### src/rtl/irq_timer_pkg.sv
package irq_timer_pkg;

    typedef enum logic [1:0] {
        ST_OFF   = 2'd0,
        ST_CYCLE = 2'd1,
        ST_LINE  = 2'd2
    } run_state_e;

    localparam logic [1:0] SEL_LATCH = 2'd0;
    localparam logic [1:0] SEL_CTRL  = 2'd1;
    localparam logic [1:0] SEL_ACK   = 2'd2;

    localparam int CTL_ACKEN_BIT = 0;
    localparam int CTL_EN_BIT    = 1;
    localparam int CTL_MODE_BIT  = 2;

endpackage

### src/rtl/irq_prescaler.sv
module irq_prescaler #(
    parameter int PRE_W  = 10,
    parameter int PERIOD = 341,
    parameter int STEP   = 3
) (
    input  logic clk,
    input  logic rst_n,
    input  logic run,
    input  logic restart,
    output logic line_pulse
);
    localparam logic [PRE_W-1:0] PERIOD_V = PRE_W'(PERIOD);
    localparam logic [PRE_W-1:0] STEP_V   = PRE_W'(STEP);

    logic [PRE_W-1:0] acc_q;
    logic [PRE_W-1:0] acc_dec;
    logic             spent;

    always_comb begin
        acc_dec    = acc_q - STEP_V;
        spent      = acc_dec[PRE_W-1] || (acc_dec == '0);
        line_pulse = run && spent;
    end

    always_ff @(posedge clk) begin
        if (!rst_n || restart) begin
            acc_q <= PERIOD_V;
        end else if (run) begin
            acc_q <= spent ? acc_dec + PERIOD_V : acc_dec;
        end
    end

    assert_pre_range_R5: assert property (@(posedge clk) disable iff (!rst_n)
        (acc_q >= PRE_W'(1)) && (acc_q <= PERIOD_V));

    assert_pre_hold_R7: assert property (@(posedge clk) disable iff (!rst_n)
        (!run && !restart) |=> $stable(acc_q));

endmodule

### src/rtl/irq_up_counter.sv
module irq_up_counter #(
    parameter int CW = 8
) (
    input  logic          clk,
    input  logic          rst_n,
    input  logic          tick,
    input  logic          load,
    input  logic [CW-1:0] reload_val,
    output logic [CW-1:0] count,
    output logic          wrap
);
    logic [CW-1:0] cnt_q;

    assign count = cnt_q;
    assign wrap  = tick && (cnt_q == '1);

    always_ff @(posedge clk) begin
        if (!rst_n) begin
            cnt_q <= '0;
        end else if (load) begin
            cnt_q <= reload_val;
        end else if (tick) begin
            cnt_q <= (cnt_q == '1) ? reload_val : cnt_q + CW'(1);
        end
    end

    assert_cnt_step_R4: assert property (@(posedge clk) disable iff (!rst_n)
        (tick && !load && cnt_q != '1) |=> (cnt_q == $past(cnt_q) + CW'(1)));

endmodule

### src/rtl/irq_ctrl_fsm.sv
module irq_ctrl_fsm
    import irq_timer_pkg::*;
#(
    parameter int CW = 8
) (
    input  logic          clk,
    input  logic          rst_n,
    input  logic          wr_en,
    input  logic [1:0]    wr_sel,
    input  logic [CW-1:0] wr_data,
    input  logic          line_pulse,
    input  logic          wrap,
    output logic          pre_run,
    output logic          pre_restart,
    output logic          cnt_tick,
    output logic          cnt_load,
    output logic [CW-1:0] latch_val,
    output logic          pending,
    output run_state_e    state
);
    run_state_e    state_q, state_d;
    logic [CW-1:0] latch_q;
    logic          ackb_q, mode_q, pend_q;
    logic          ctl_w, ack_w, lat_w, busy_w;

    assign ctl_w  = wr_en && (wr_sel == SEL_CTRL);
    assign ack_w  = wr_en && (wr_sel == SEL_ACK);
    assign lat_w  = wr_en && (wr_sel == SEL_LATCH);
    assign busy_w = ctl_w || ack_w;

    // next-state logic
    always_comb begin
        state_d = state_q;
        if (ctl_w) begin
            if (!wr_data[CTL_EN_BIT])       state_d = ST_OFF;
            else if (wr_data[CTL_MODE_BIT]) state_d = ST_CYCLE;
            else                            state_d = ST_LINE;
        end else if (ack_w) begin
            if (!ackb_q)     state_d = ST_OFF;
            else if (mode_q) state_d = ST_CYCLE;
            else             state_d = ST_LINE;
        end
    end

    // state register
    always_ff @(posedge clk) begin
        if (!rst_n) state_q <= ST_OFF;
        else        state_q <= state_d;
    end

    // outputs per state
    always_comb begin
        pre_run     = 1'b0;
        cnt_tick    = 1'b0;
        pre_restart = ctl_w && wr_data[CTL_EN_BIT];
        cnt_load    = ctl_w && wr_data[CTL_EN_BIT];
        unique case (state_q)
            ST_OFF:   ;
            ST_CYCLE: cnt_tick = !busy_w;
            ST_LINE: begin
                pre_run  = !busy_w;
                cnt_tick = !busy_w && line_pulse;
            end
            default:  ;
        endcase
    end

    // register file and pending flag
    always_ff @(posedge clk) begin
        if (!rst_n) begin
            latch_q <= '0;
            ackb_q  <= 1'b0;
            mode_q  <= 1'b0;
            pend_q  <= 1'b0;
        end else begin
            if (lat_w) latch_q <= wr_data;
            if (ctl_w) begin
                ackb_q <= wr_data[CTL_ACKEN_BIT];
                mode_q <= wr_data[CTL_MODE_BIT];
            end
            if (busy_w)    pend_q <= 1'b0;
            else if (wrap) pend_q <= 1'b1;
        end
    end

    assign latch_val = latch_q;
    assign pending   = pend_q;
    assign state     = state_q;

    assert_ack_state_R6: assert property (@(posedge clk) disable iff (!rst_n)
        (ack_w && !ackb_q) |=> (state_q == ST_OFF));

    assert_busy_no_tick_R10: assert property (@(posedge clk) disable iff (!rst_n)
        busy_w |-> !cnt_tick);

endmodule

### src/rtl/scanline_irq_timer.sv
module scanline_irq_timer
    import irq_timer_pkg::*;
#(
    parameter int CNT_W      = 8,
    parameter int PRE_W      = 10,
    parameter int DOT_PERIOD = 341,
    parameter int DOT_STEP   = 3
) (
    input  logic             clk,
    input  logic             rst_n,
    input  logic             wr_en,
    input  logic [1:0]       wr_sel,
    input  logic [CNT_W-1:0] wr_data,
    output logic             irq
);
    logic             pre_run, pre_restart, line_pulse;
    logic             cnt_tick, cnt_load, wrap, pending;
    logic [CNT_W-1:0] latch_val, count;
    run_state_e       state;

    irq_ctrl_fsm #(.CW(CNT_W)) u_ctrl (
        .clk        (clk),
        .rst_n      (rst_n),
        .wr_en      (wr_en),
        .wr_sel     (wr_sel),
        .wr_data    (wr_data),
        .line_pulse (line_pulse),
        .wrap       (wrap),
        .pre_run    (pre_run),
        .pre_restart(pre_restart),
        .cnt_tick   (cnt_tick),
        .cnt_load   (cnt_load),
        .latch_val  (latch_val),
        .pending    (pending),
        .state      (state)
    );

    irq_prescaler #(.PRE_W(PRE_W), .PERIOD(DOT_PERIOD), .STEP(DOT_STEP)) u_pre (
        .clk       (clk),
        .rst_n     (rst_n),
        .run       (pre_run),
        .restart   (pre_restart),
        .line_pulse(line_pulse)
    );

    irq_up_counter #(.CW(CNT_W)) u_cnt (
        .clk       (clk),
        .rst_n     (rst_n),
        .tick      (cnt_tick),
        .load      (cnt_load),
        .reload_val(latch_val),
        .count     (count),
        .wrap      (wrap)
    );

    assign irq = pending;

    assert_irq_from_wrap_R4: assert property (@(posedge clk) disable iff (!rst_n)
        $rose(irq) |-> ($past(count) == '1));

    assert_ctrl_clears_R3: assert property (@(posedge clk) disable iff (!rst_n)
        (wr_en && wr_sel == SEL_CTRL) |=> !irq);

    assert_ack_clears_R6: assert property (@(posedge clk) disable iff (!rst_n)
        (wr_en && wr_sel == SEL_ACK) |=> !irq);

    assert_off_holds_R7: assert property (@(posedge clk) disable iff (!rst_n)
        (state == ST_OFF && !(wr_en && wr_sel == SEL_CTRL)) |=> ($stable(count) && !$rose(irq)));

    assert_irq_level_R8: assert property (@(posedge clk) disable iff (!rst_n)
        (irq && !(wr_en && (wr_sel == SEL_CTRL || wr_sel == SEL_ACK))) |=> irq);

endmodule

### config.mk
export PLATFORM = sky130hd
export DESIGN_NAME = scanline_irq_timer
export DESIGN_NICKNAME = d
export VERILOG_FILES = /design/src/rtl/irq_timer_pkg.sv /design/src/rtl/irq_prescaler.sv /design/src/rtl/irq_up_counter.sv /design/src/rtl/irq_ctrl_fsm.sv /design/src/rtl/scanline_irq_timer.sv
export SDC_FILE = /design/constraint.sdc
export NUM_CORES = 1
export LEC_CHECK = 0
export ABC_AREA = 0
export BUFFER_PORTS_ARGS = -buffer_cell sky130_fd_sc_hd__buf_4
export CORE_ASPECT_RATIO = 1.5
export CORE_UTILIZATION = 61
export DETAILED_ROUTE_END_ITERATION = 8
export GPL_TIMING_DRIVEN = 0
export PLACE_DENSITY_LB_ADDON = 0.05
export SLEW_MARGIN = 30
export SYNTH_ARGS = -nofsm -noshare
export SYNTH_HDL_FRONTEND = slang
export SYNTH_HIERARCHICAL = 1
export SYNTH_SLANG_ARGS = --single-unit
### constraint.sdc
create_clock -name clk -period 4.2 [get_ports clk]
set_input_delay 0.84 -clock clk [delete_from_list [all_inputs] [get_ports clk]]
set_output_delay 0.84 -clock clk [all_outputs]
set_load 0.01 [all_outputs]
==> results.cfg <==
[floorplan]
fp.coreArea_sq_mm = 0.003448
io_pins = 14
start_util = 0.6491
die_w_um = 51.46
die-area_sq_mm = 0.003921
die_y_um = 76.19
fp-row-count = 26

[power]
finalPower_mw = 0.6391
powerDensity_mw_per_mm2 = 253.1
irDropWorstVdd_v = 0.0002719
leakagePower_nw = 0.9718

[finish]
final_nets = 318
multi_input_area_sq_mm = 0.001493
layout_common_cells = dfxtp_1, nand2_1, buf_4, o21ai_0, nor2_1
syn_to_final_growth_pct = 12.80
design_area_sq_mm = 0.002525
fillers = 282
diodes = 0
fin_util = 0.7322
drive_gt1_frac = 0.1667
final_common_cell = dfxtp_1
seq_area_sq_um = 620.6

[timing]
finalSetupViolCount = 0
finalClockSkew_ns = 0.003058
whs_ns = 0.4624
fmax_mhz = 256.4
min_period_ns = 3.901
slew_headroom = 0.4000
hold_violations = 0
maxSlewViolCount = 0
worstMarginPinSlew_ns = 0.8918
fin_crit_sh = 0.9288
rsz0062_at_grt = false

[critical_path]
arrival_ns = 4.11
required_ns = 4.41
critPathKind = register to register
cpMostUsedCell = a21o_1
ff2ff_setup_slack_ns = 0.30
cp-end-kind = register
cp_max_fo = 10
path_cells = clkbuf_2, inv_1, ha_1, a2111o_1, buf_6, o211ai_2, nand3_2, a21o_1, buf_2, nor2_1, a21oi_1, a211oi_4, nor2_2, or4_1, a21o_1, a31oi_1
reg2reg_depth = 16
cpMaxStageDelayCell = or4_1
r2r-start = u_pre/acc_q[2]$_SDFFE_PP1P_
start_kind = register
r2r-end = u_cnt/count[5]$_SDFFE_PN0P_
critical-path-max-stage-delay_ns = 0.52

[logic_synthesis]
synth_area_sq_mm = 0.002238
syn_avg_cell_area_sq_um = 8.110
synth_edf_count = 0
ys_ff_latch = 31
syn_inst = 276
synth_flop_cell = dfxtp_1
synth_nets = 295
synth-async-reset-ratio = 0
netlist-cell-type-count = 65
yosysSeqAreaShare = 0.2772
yosys_warnings = 6

[placed_design]
dp_hpwl_um = 3815
gp_congestion = 0.9060
port_buffers = 13
postPlaceCellArea_sq_mm = 0.002394

[grt]
grt_start_max_net_pins = 14
grt_pass1_wl_um = 8901
grt_pass1_vias = 2058
grt_util_all_layers = 0.2932
gr-total-overflow = 0
antenna_found_initial = 0

[clock_tree]
cts-root-buf = clkbuf_8
cts.path.max_buffers = 2
numCtsBuffers = 5
cts_sinks = 31
cts.reportedPaths.clkPinSlew_ns = 0.07
h-tree-depth = 2
clock_latency_ns = 0.28
cts_tree = done
ctsHoldBuffers = 0

[drt]
wl_per_cell_um = 15.07
first_pass_iters = 4
ant_nets = 0
num_vias = 2170
routed_via_density = 6.345
drt_wl_total_um = 5153
drtIter0Drc = 84
drcViolationCount = 0

[hold_path]
worstHoldPathCells = 2
hp-start = u_ctrl/ackb_q$_SDFFE_PN0N_
hold_end = u_ctrl/ackb_q$_SDFFE_PN0N_
hp-class = register to register

[job]
cap_violations = 0

[run_status]
run_status = complete, no violations
worst max-delay path by stage:
| stage | start | cells past startpoint | to |
|---|---|---|---|
| after global placement | u_pre/acc_q[2]$_SDFFE_PP1P_ | 16 | u_cnt/count[5]$_SDFFE_PN0P_ |
| after CTS | u_pre/acc_q[2]$_SDFFE_PP1P_ | 16 | u_cnt/count[5]$_SDFFE_PN0P_ |
| final | u_pre/acc_q[2]$_SDFFE_PP1P_ | 16 | u_cnt/count[5]$_SDFFE_PN0P_ |
| after floorplan | u_pre/acc_q[2]$_SDFFE_PP1P_ | 16 | u_cnt/count[5]$_SDFFE_PN0P_ |
| after detailed placement | u_pre/acc_q[2]$_SDFFE_PP1P_ | 16 | u_cnt/count[5]$_SDFFE_PN0P_ |
| after global routing | u_pre/acc_q[2]$_SDFFE_PP1P_ | 16 | u_cnt/count[4]$_SDFFE_PN0P_ |
timing repair:
| item | CTS | global route |
|---|---|---|
| buffers inserted | 0 | 3 |
| pin swaps | 0 | 1 |
| gates resized for setup | 1 | 2 |
| endpoints found under the hold margin | 0 | 0 |
| setup endpoints to repair | 1 | 6 |
cell usage after synthesis, types with 2 or more instances:
library cell / n / area, sq um
and2_1: 4 / 25.02
xnor2_1: 2 / 17.52
ha_1: 6 / 75.07
nand2_1: 25 / 93.84
nor2b_1: 14 / 87.58
nor4_1: 2 / 12.51
nor2_1: 16 / 60.06
a2111o_1: 2 / 22.52
nand4_1: 7 / 43.79
a31o_2: 2 / 17.52
clkbuf_1: 7 / 26.28
nor3_1: 6 / 30.03
o21ai_0: 17 / 85.08
o211ai_1: 5 / 37.54
nand3b_1: 4 / 30.03
buf_4: 2 / 15.01
inv_1: 10 / 37.54
o2111ai_1: 4 / 35.03
a32o_1: 3 / 30.03
buf_2: 2 / 10.01
o22ai_1: 3 / 18.77
o31ai_1: 2 / 15.01
a21o_1: 4 / 30.03
a21boi_0: 3 / 22.52
a31oi_1: 3 / 18.77
buf_6: 4 / 45.04
nand3_1: 10 / 50.05
o211a_1: 2 / 20.02
nand2b_1: 4 / 25.02
mux2i_1: 14 / 140.1
and3_1: 2 / 12.51
or2_2: 3 / 18.77
xor2_1: 2 / 17.52
or3_1: 4 / 25.02
dfxtp_1: 31 / 620.6
a211oi_1: 4 / 30.03
a21oi_1: 12 / 60.06
o21a_1: 2 / 15.01
worst max-delay path: cells and delay by family, from the launching register on:
| kind | cells | cell delay, ns |
|---|---|---|
| compound gates | 7 | 1.59 |
| fa+ha+maj | 1 | 0.27 |
| buf+inv | 4 | 0.69 |
| flops | 1 | 0.43 |
| simple gates | 4 | 0.83 |
power breakdown:
group	switching (mW)	internal, mW
clock	0.109	0.149
combinational	0.0397	0.0320
sequential	0.00796	0.301
total	0.156	0.483
flip-flops by register name, indices dropped and copies added, names as in the netlist:
signal / count
u_ctrl/ackb_q: 1
u_ctrl/state: 2
u_ctrl/mode_q: 1
u_pre/acc_q: 10
u_ctrl/latch_val: 8
u_ctrl/pending: 1
u_cnt/count: 8
per-layer routing:
layer | up-vias | share of wire | global-route usage
met5 | - | 0 | 0
met4 | 0 | 0.021 | 0.1189
met3 | 12 | 0.026 | 0.04591
met2 | 54 | 0.54 | 0.5429
met1 | 1033 | 0.42 | 0.3126
li1 | 1071 | - | -
stage by stage:
step / setup slack [ns] / TNS [ns] / instances
final: 0.2992 / 0 / 342
after global routing: 0.03677 / 0 / 342
after CTS: 0.06502 / 0 / 339
after detailed placement: -0.04103 / -0.04103 / 331
after global placement: -0.3604 / -1.115 / 331
after floorplan: 0.3521 / 0 / 276
layout make-up:
cell class,instances,area share
buffer,15,0.03865
clock buffer,8,0.03964
inverter,11,0.01635
multi-input combinational,219,0.5912
sequential,31,0.2458
tap,42,0.02081
timing repair buffer,16,0.04757
logic make-up after synthesis:
group	count (synthesis)	share of synthesized area
AND/OR/NAND/NOR	113	0.2778
XOR/XNOR	4	0.01565
multiplexers	14	0.06260
adder cells (fa/ha/maj)	6	0.03354
flip-flops	31	0.2773
AO/OA/AOI/OAI	82	0.2717
buffers and inverters	26	0.06149
Note: power is estimated with default switching activity, not from simulation.
